## config.mk

```make
export PLATFORM = sky130hd
export DESIGN_NAME = spi_fifo_master
export DESIGN_NICKNAME = d
export VERILOG_FILES = /design/src/rtl/spi_fifo_pkg.sv /design/src/rtl/byte_fifo.sv /design/src/rtl/spi_shifter.sv /design/src/rtl/spi_fifo_master.sv
export SDC_FILE = /design/constraint.sdc
export NUM_CORES = 2
export LEC_CHECK = 0
export BUFFER_PORTS_ARGS = -buffer_cell sky130_fd_sc_hd__buf_2
export CORE_MARGIN = 2
export CORE_UTILIZATION = 45
export CTS_CLUSTER_DIAMETER = 150
export CTS_CLUSTER_SIZE = 14
export DETAILED_ROUTE_END_ITERATION = 6
export PLACE_DENSITY = 0.68
export SYNTH_ARGS = -nofsm -noshare
export SYNTH_HDL_FRONTEND = slang
export SYNTH_SLANG_ARGS = --single-unit
```

## constraint.sdc

```tcl
create_clock -name clk_i -period 5 [get_ports clk_i]
set_clock_uncertainty 0.2 [all_clocks]
set_input_delay 0 -clock clk_i [delete_from_list [all_inputs] [get_ports clk_i]]
set_output_delay 0 -clock clk_i [all_outputs]
set_load 0.02 [all_outputs]
```

## src/rtl/spi_fifo_pkg.sv

```systemverilog
package spi_fifo_pkg;
  localparam int REG_AW = 8;
  localparam logic [REG_AW-1:0] OFS_SWRST = 8'h40;
  localparam logic [REG_AW-1:0] OFS_CTRL  = 8'h60;
  localparam logic [REG_AW-1:0] OFS_STAT  = 8'h64;
  localparam logic [REG_AW-1:0] OFS_TXD   = 8'h68;
  localparam logic [REG_AW-1:0] OFS_RXD   = 8'h6C;
  localparam logic [REG_AW-1:0] OFS_SSEL  = 8'h70;
  localparam logic [REG_AW-1:0] OFS_TXOCC = 8'h74;
  localparam logic [REG_AW-1:0] OFS_RXOCC = 8'h78;

  localparam int CTRL_TXRST   = 5;
  localparam int CTRL_RXRST   = 6;
  localparam int CTRL_INHIBIT = 8;

  typedef struct packed {
    logic tx_full;
    logic tx_empty;
    logic rx_full;
    logic rx_empty;
  } stat_t;
endpackage

```

## src/rtl/byte_fifo.sv

```systemverilog
module byte_fifo #(
  parameter int DEPTH = 256,
  parameter int W     = 8,
  localparam int AW   = $clog2(DEPTH),
  localparam int CW   = $clog2(DEPTH + 1)
) (
  input  logic          clk_i,
  input  logic          rst_ni,
  input  logic          flush_i,
  input  logic          push_i,
  input  logic [W-1:0]  data_i,
  input  logic          pop_i,
  output logic [W-1:0]  data_o,
  output logic [CW-1:0] count_o,
  output logic          full_o,
  output logic          empty_o
);
  logic [W-1:0]  mem_q [DEPTH];
  logic [AW-1:0] wr_ptr_q, rd_ptr_q;
  logic [CW-1:0] cnt_q;
  logic          do_push, do_pop;

  assign full_o  = (cnt_q == CW'(DEPTH));
  assign empty_o = (cnt_q == '0);
  assign do_push = push_i && !full_o;
  assign do_pop  = pop_i && !empty_o;
  assign data_o  = mem_q[rd_ptr_q];
  assign count_o = cnt_q;

  function automatic logic [AW-1:0] nxt(logic [AW-1:0] p);
    return (p == AW'(DEPTH - 1)) ? '0 : p + AW'(1);
  endfunction

  always_ff @(posedge clk_i or negedge rst_ni) begin
    if (!rst_ni) begin
      wr_ptr_q <= '0;
      rd_ptr_q <= '0;
      cnt_q    <= '0;
    end else if (flush_i) begin
      wr_ptr_q <= '0;
      rd_ptr_q <= '0;
      cnt_q    <= '0;
    end else begin
      if (do_push) wr_ptr_q <= nxt(wr_ptr_q);
      if (do_pop)  rd_ptr_q <= nxt(rd_ptr_q);
      unique case ({do_push, do_pop})
        2'b10:   cnt_q <= cnt_q + CW'(1);
        2'b01:   cnt_q <= cnt_q - CW'(1);
        default: cnt_q <= cnt_q;
      endcase
    end
  end

  always_ff @(posedge clk_i) begin
    if (do_push && !flush_i) mem_q[wr_ptr_q] <= data_i;
  end
endmodule

```

## src/rtl/spi_shifter.sv

```systemverilog
module spi_shifter #(
  parameter int DIV  = 4,
  parameter int W    = 8,
  localparam int PW  = $clog2(DIV),
  localparam int BW  = $clog2(W),
  localparam int HALF = DIV / 2
) (
  input  logic         clk_i,
  input  logic         rst_ni,
  input  logic         start_i,
  input  logic [W-1:0] data_i,
  input  logic         miso_i,
  output logic         busy_o,
  output logic         done_o,
  output logic [W-1:0] rx_o,
  output logic         sclk_o,
  output logic         mosi_o
);
  logic          busy_q;
  logic [PW-1:0] phase_q;
  logic [BW-1:0] bit_q;
  logic [W-1:0]  tx_sh_q, rx_sh_q;
  logic          bit_end;

  assign bit_end = (phase_q == PW'(DIV - 1));
  assign busy_o  = busy_q;
  assign done_o  = busy_q && bit_end && (bit_q == BW'(W - 1));
  assign rx_o    = rx_sh_q;
  assign sclk_o  = busy_q && (phase_q >= PW'(HALF));
  assign mosi_o  = busy_q && tx_sh_q[W-1];

  always_ff @(posedge clk_i or negedge rst_ni) begin
    if (!rst_ni) begin
      busy_q  <= 1'b0;
      phase_q <= '0;
      bit_q   <= '0;
      tx_sh_q <= '0;
      rx_sh_q <= '0;
    end else if (!busy_q) begin
      if (start_i) begin
        busy_q  <= 1'b1;
        phase_q <= '0;
        bit_q   <= '0;
        tx_sh_q <= data_i;
        rx_sh_q <= '0;
      end
    end else begin
      // sample in the first clock with SCLK high
      if (phase_q == PW'(HALF)) rx_sh_q <= {rx_sh_q[W-2:0], miso_i};
      if (bit_end) begin
        phase_q <= '0;
        if (bit_q == BW'(W - 1)) begin
          busy_q <= 1'b0;
        end else begin
          bit_q   <= bit_q + BW'(1);
          tx_sh_q <= {tx_sh_q[W-2:0], 1'b0};
        end
      end else begin
        phase_q <= phase_q + PW'(1);
      end
    end
  end
endmodule

```

## src/rtl/spi_fifo_master.sv

```systemverilog
module spi_fifo_master
  import spi_fifo_pkg::*;
#(
  parameter int DEPTH    = 256,
  parameter int NUM_SS   = 4,
  parameter int SCLK_DIV = 4,
  localparam int CW      = $clog2(DEPTH + 1)
) (
  input  logic              clk_i,
  input  logic              rst_ni,
  input  logic [REG_AW-1:0] reg_addr_i,
  input  logic              reg_we_i,
  input  logic              reg_re_i,
  input  logic [31:0]       reg_wdata_i,
  output logic [31:0]       reg_rdata_o,
  output logic              sclk_o,
  output logic              mosi_o,
  input  logic              miso_i,
  output logic [NUM_SS-1:0] ss_no_o,
  output logic              evt_tx_empty_o,
  output logic              evt_rx_overrun_o,
  output logic              evt_rx_full_o
);
  localparam logic [31:0] CTRL_KEEP =
    ~((32'd1 << CTRL_TXRST) | (32'd1 << CTRL_RXRST));

  logic [31:0]       ctrl_q, rdata_q, rd_val;
  logic [NUM_SS-1:0] ss_q;
  logic              txe_q, ovr_q, rxf_q;
  logic              wr_ctrl, wr_txd, wr_ss, rd_rxd;
  logic              tx_flush, rx_flush, inhibit, start;
  logic [7:0]        tx_head, rx_head, eng_rx;
  logic [CW-1:0]     tx_cnt, rx_cnt;
  logic              tx_full, tx_empty, rx_full, rx_empty;
  logic              busy, done;
  stat_t             stat;

  assign wr_ctrl  = reg_we_i && (reg_addr_i == OFS_CTRL);
  assign wr_txd   = reg_we_i && (reg_addr_i == OFS_TXD);
  assign wr_ss    = reg_we_i && (reg_addr_i == OFS_SSEL);
  assign rd_rxd   = reg_re_i && (reg_addr_i == OFS_RXD);
  assign tx_flush = wr_ctrl && reg_wdata_i[CTRL_TXRST];
  assign rx_flush = wr_ctrl && reg_wdata_i[CTRL_RXRST];
  assign inhibit  = ctrl_q[CTRL_INHIBIT];
  assign start    = !busy && !inhibit && !tx_empty;

  byte_fifo #(.DEPTH(DEPTH), .W(8)) tx_fifo_i (
    .clk_i, .rst_ni,
    .flush_i(tx_flush), .push_i(wr_txd), .data_i(reg_wdata_i[7:0]),
    .pop_i(start), .data_o(tx_head), .count_o(tx_cnt),
    .full_o(tx_full), .empty_o(tx_empty)
  );

  byte_fifo #(.DEPTH(DEPTH), .W(8)) rx_fifo_i (
    .clk_i, .rst_ni,
    .flush_i(rx_flush), .push_i(done), .data_i(eng_rx),
    .pop_i(rd_rxd), .data_o(rx_head), .count_o(rx_cnt),
    .full_o(rx_full), .empty_o(rx_empty)
  );

  spi_shifter #(.DIV(SCLK_DIV), .W(8)) eng_i (
    .clk_i, .rst_ni,
    .start_i(start), .data_i(tx_head), .miso_i,
    .busy_o(busy), .done_o(done), .rx_o(eng_rx),
    .sclk_o, .mosi_o
  );

  assign stat = '{tx_full: tx_full, tx_empty: tx_empty,
                  rx_full: rx_full, rx_empty: rx_empty};

  always_comb begin
    unique case (reg_addr_i)
      OFS_CTRL:  rd_val = ctrl_q;
      OFS_STAT:  rd_val = 32'(stat);
      OFS_RXD:   rd_val = rx_empty ? 32'd0 : 32'(rx_head);
      OFS_SSEL:  rd_val = 32'(ss_q);
      OFS_TXOCC: rd_val = 32'(tx_cnt);
      OFS_RXOCC: rd_val = 32'(rx_cnt);
      default:   rd_val = 32'd0;
    endcase
  end

  always_ff @(posedge clk_i or negedge rst_ni) begin
    if (!rst_ni) begin
      ctrl_q  <= '0;
      ss_q    <= '1;
      rdata_q <= '0;
      txe_q   <= 1'b0;
      ovr_q   <= 1'b0;
      rxf_q   <= 1'b0;
    end else begin
      if (wr_ctrl) ctrl_q <= reg_wdata_i & CTRL_KEEP;
      if (wr_ss)   ss_q   <= reg_wdata_i[NUM_SS-1:0];
      rdata_q <= reg_re_i ? rd_val : 32'd0;
      txe_q   <= done && tx_empty;
      ovr_q   <= done && rx_full;
      rxf_q   <= done && (rx_cnt == CW'(DEPTH - 1)) && !rd_rxd;
    end
  end

  assign reg_rdata_o      = rdata_q;
  assign ss_no_o          = ss_q;
  assign evt_tx_empty_o   = txe_q;
  assign evt_rx_overrun_o = ovr_q;
  assign evt_rx_full_o    = rxf_q;
endmodule

```

==> flow_summary.json <==
{
  "outcome": "finished with violations",
  "violations": "max-capacitance violations, max-slew violations",
  "finalSetupTns_ns": 0,
  "setup.worst_path.start_class": "input pin",
  "netlist_instances": 8165,
  "start_util_pct": 45.1,
  "yosysMostFrequentCell": "edfxtp_1",
  "clockBufferDepth": 4,
  "fp.dieArea_um2": 375000,
  "fmax_mhz": 208,
  "grt_pass1_wl_um": 619000,
  "drt_iter0_drc": 11279,
  "min_path_type": "input pin to flop",
  "crit_top_cell": "dlygate4sd3_1",
  "ant_nets": 0,
  "drive_gt1_share_pct": 21.4,
  "cp.arrival_ns": 5.14,
  "netlist_top_cells_area": "edfxtp_1 74%, mux4_2 13%, mux2i_1 2.4%",
  "clk_pin_slew_ns": 0.06,
  "critical_path_class": "input pin to flop",
  "drcViolationCount": 0,
  "coreArea_um2": 369000,
  "setup_violations": 0,
  "synth_edf_count": 4096,
  "power_leakage_nw": 56.6,
  "met2_usage_pct": 36.5,
  "clkLatencyLatePin_ns": 0.93,
  "dp_hpwl_um": 266000,
  "root_buffer": "clkbuf_16",
  "final_nets": 8563,
  "cp_slowest_cell": "nor2_1",
  "avgViaCountPerCell": 6.24,
  "maxSlewViolCount": 1,
  "die_w_um": 612,
  "synthArstFlopShare_pct": 3.33,
  "syn_area_per_cell_um2": 20.4,
  "period_minus_slack_ns": 4.81,
  "drt-total-wl_um": 432000,
  "ir_worst_vdd_v": 0.000410,
  "grt_start_max_net_pins": 253,
  "synth_commonest_cells": "4096 x edfxtp_1, 968 x mux4_2, 657 x nor2_1, 393 x mux2i_1",
  "grt_pass1_vias": 83796,
  "antenna_found_initial": 13,
  "ys_ff_latch": 4237,
  "cp_top_family": "simple AND/OR/NAND/NOR gates",
  "rows": 223,
  "worst_setup_path_end_kind": "flop",
  "die-height_um": 612,
  "crit_buf_inv": 4,
  "drt_pass1_iterations": 7,
  "syn-cell-area_um2": 166000,
  "synth_nets": 8232,
  "use_met1_pct": 31.6,
  "htreeDepth": 5,
  "cts_setup_buffers": 0,
  "seq_area_frac_synth_pct": 76.1,
  "grt.busiest_layer": "met2",
  "required_ns": 5.33,
  "postPlaceCellArea_um2": 174000,
  "cts_tree": "done",
  "vias": 84854,
  "hold_violations": 0,
  "path_cells": "dlygate4sd3_1 > buf_2 > or3_1 > dlygate4sd3_1 > nor2_1 > nand3b_1 > dlygate4sd3_1 > nor4b_4 > nand2b_1 > nor3b_2 > nand3_1 > nor2_1",
  "tightest_slew_ns": 1.48,
  "grt_usage_pct": 22.8,
  "cap_violations": 1,
  "cts_buffers": 344,
  "relSlewSlack_pct": -1.15,
  "synth.largest_area_cell": "edfxtp_1",
  "synth_top_area_share_pct": 73.9,
  "place_congestion": 0.898,
  "critPathMaxStageDelay_ns": 0.90,
  "grt_overflow": 0,
  "final_area_um2": 184000,
  "rsz0062_at_grt": "no",
  "io_buffers": 85,
  "synthFlopType": "edfxtp_1",
  "netlist-cell-type-count": 78,
  "cts_sinks": 4237,
  "met3_usage_pct": 3.82,
  "io_pins": 86,
  "post-route-period-util_pct": 96.3,
  "wl_per_cell_um": 31.8,
  "path_max_fanout": 16,
  "p_per_area_nw_per_um2": 456,
  "yosys_warnings": 0,
  "syn2layout_area_growth_pct": 10.6
}
cells in the final DEF, fill, tap and decap left out, types with 19 or more instances in the layout:
master / count
o221ai_1: 81
dfrtp_1: 119
o21ai_0: 107
nand2_1: 249
nor2_1: 653
buf_4: 257
or3_1: 19
a22oi_1: 94
nand2b_1: 21
edfxtp_1: 4096
mux2_2: 46
nand4_1: 20
and3_1: 32
buf_2: 76
dlygate4sd3_1: 79
nor3_1: 42
mux4_2: 968
a221oi_1: 46
clkbuf_16: 350
nor2b_1: 30
mux2i_1: 393
nand3_1: 90
clkbuf_1: 114
o22ai_1: 51
a211oi_1: 33
a31oi_1: 25
ha_1: 22
a21oi_1: 135
buf_12: 61
path summary, 6_finish.rpt:
kind                                           endpoint  slack (ns)  depth (start not counted)           start
worst min-delay path            tx_fifo_i.mem_q[105][2]        0.09                          2  reg_wdata_i[2]
min in group asynchronous               reg_rdata_o[23]        0.53                          5          rst_ni
max in group asynchronous                 eng_i.rx_o[4]        3.04                          6          rst_ni
worst max-delay path            rx_fifo_i.mem_q[215][1]        0.19                         12   reg_addr_i[7]
worst max register to register  rx_fifo_i.mem_q[215][1]        0.36                          9  eng_i.bit_q[0]
worst min register to register           eng_i.bit_q[0]        0.29                          1  eng_i.bit_q[0]
kinds of logic (layout without fill, tap and decap cells):
| logic type | count (synthesis) | after routing | synth area share (%) |
|---|---|---|---|
| simple gates | 1242 | 1242 | 3.23 |
| other cells | 0 | 7 | 0 |
| compound gates | 705 | 705 | 2.95 |
| buf+inv | 523 | 990 | 1.67 |
| flops | 4237 | 4237 | 76.1 |
| fa+ha+maj | 22 | 22 | 0.165 |
| xor+xnor | 29 | 29 | 0.153 |
| mux | 1407 | 1407 | 15.8 |
metal layers:
metal / part of all wire, % / up-vias
li1: - / 34202
met1: 39 / 44894
met2: 48 / 4871
met3: 9.1 / 881
met4: 4.2 / 6
met5: 0.0083 / -
layout make-up:
cell class | instances | area, um2
Sequential cell | 4237 | 127000
Multi-Input combinational cell | 3405 | 37200
Tap cell | 4950 | 6190
Inverter | 24 | 100
Antenna cell | 7 | 17.5
Clock buffer | 464 | 9190
Fill cell | 28856 | 185000
Clock inverter | 18 | 245
Timing Repair Buffer | 484 | 4500
repair_timing:
| item | 4_1_cts | 5_1_grt |
|---|---|---|
| gates resized for setup | 2 | 0 |
| setup endpoints to repair | 332 | 0 |
| hold buffers | 80 | 0 |
| hold endpoints to repair | 1351 | 0 |
registers in the layout, summed over array words and instances, names as in the netlist, 3 cells and up:
register	count
tx_fifo_i.wr_ptr_q	8
rx_fifo_i.count_o	9
eng_i.rx_o	8
rx_fifo_i.mem_q	2048
eng_i.bit_q	3
eng_i.tx_sh_q	8
tx_fifo_i.count_o	9
reg_rdata_o	32
ss_no_o	4
tx_fifo_i.mem_q	2048
rx_fifo_i.wr_ptr_q	8
ctrl_q	30
rx_fifo_i.rd_ptr_q	8
tx_fifo_i.rd_ptr_q	8
report_power, final:
part	total, W	internal [W]	switching, W	leakage, nW
Sequential	0.0418	0.0408	0.00109	39.0
Clock	0.0247	0.0128	0.0120	4.56
Combinational	0.0173	0.00660	0.0107	13.1
Total	0.0839	0.0601	0.0238	56.6
metrics by stage:
step | instances | hold WS, ns | power, W | worst slack, ns | util (%)
final | 13589 | 0.0854 | 0.0839 | 0.187 | 49.9
after global routing | 13583 | 0.103 | 0.0863 | 0.0653 | 49.9
after CTS | 13581 | 0.0607 | 0.0842 | 0.344 | 49.9
after detailed placement | 13019 | -0.161 | 0.0599 | -0.170 | 47.1
after global placement | 13019 | -0.160 | 0.0597 | 0.0809 | 47.1
after floorplan | 8165 | -0.496 | 0.0534 | 0.479 | -
Note: power is estimated with default switching activity, not from simulation.
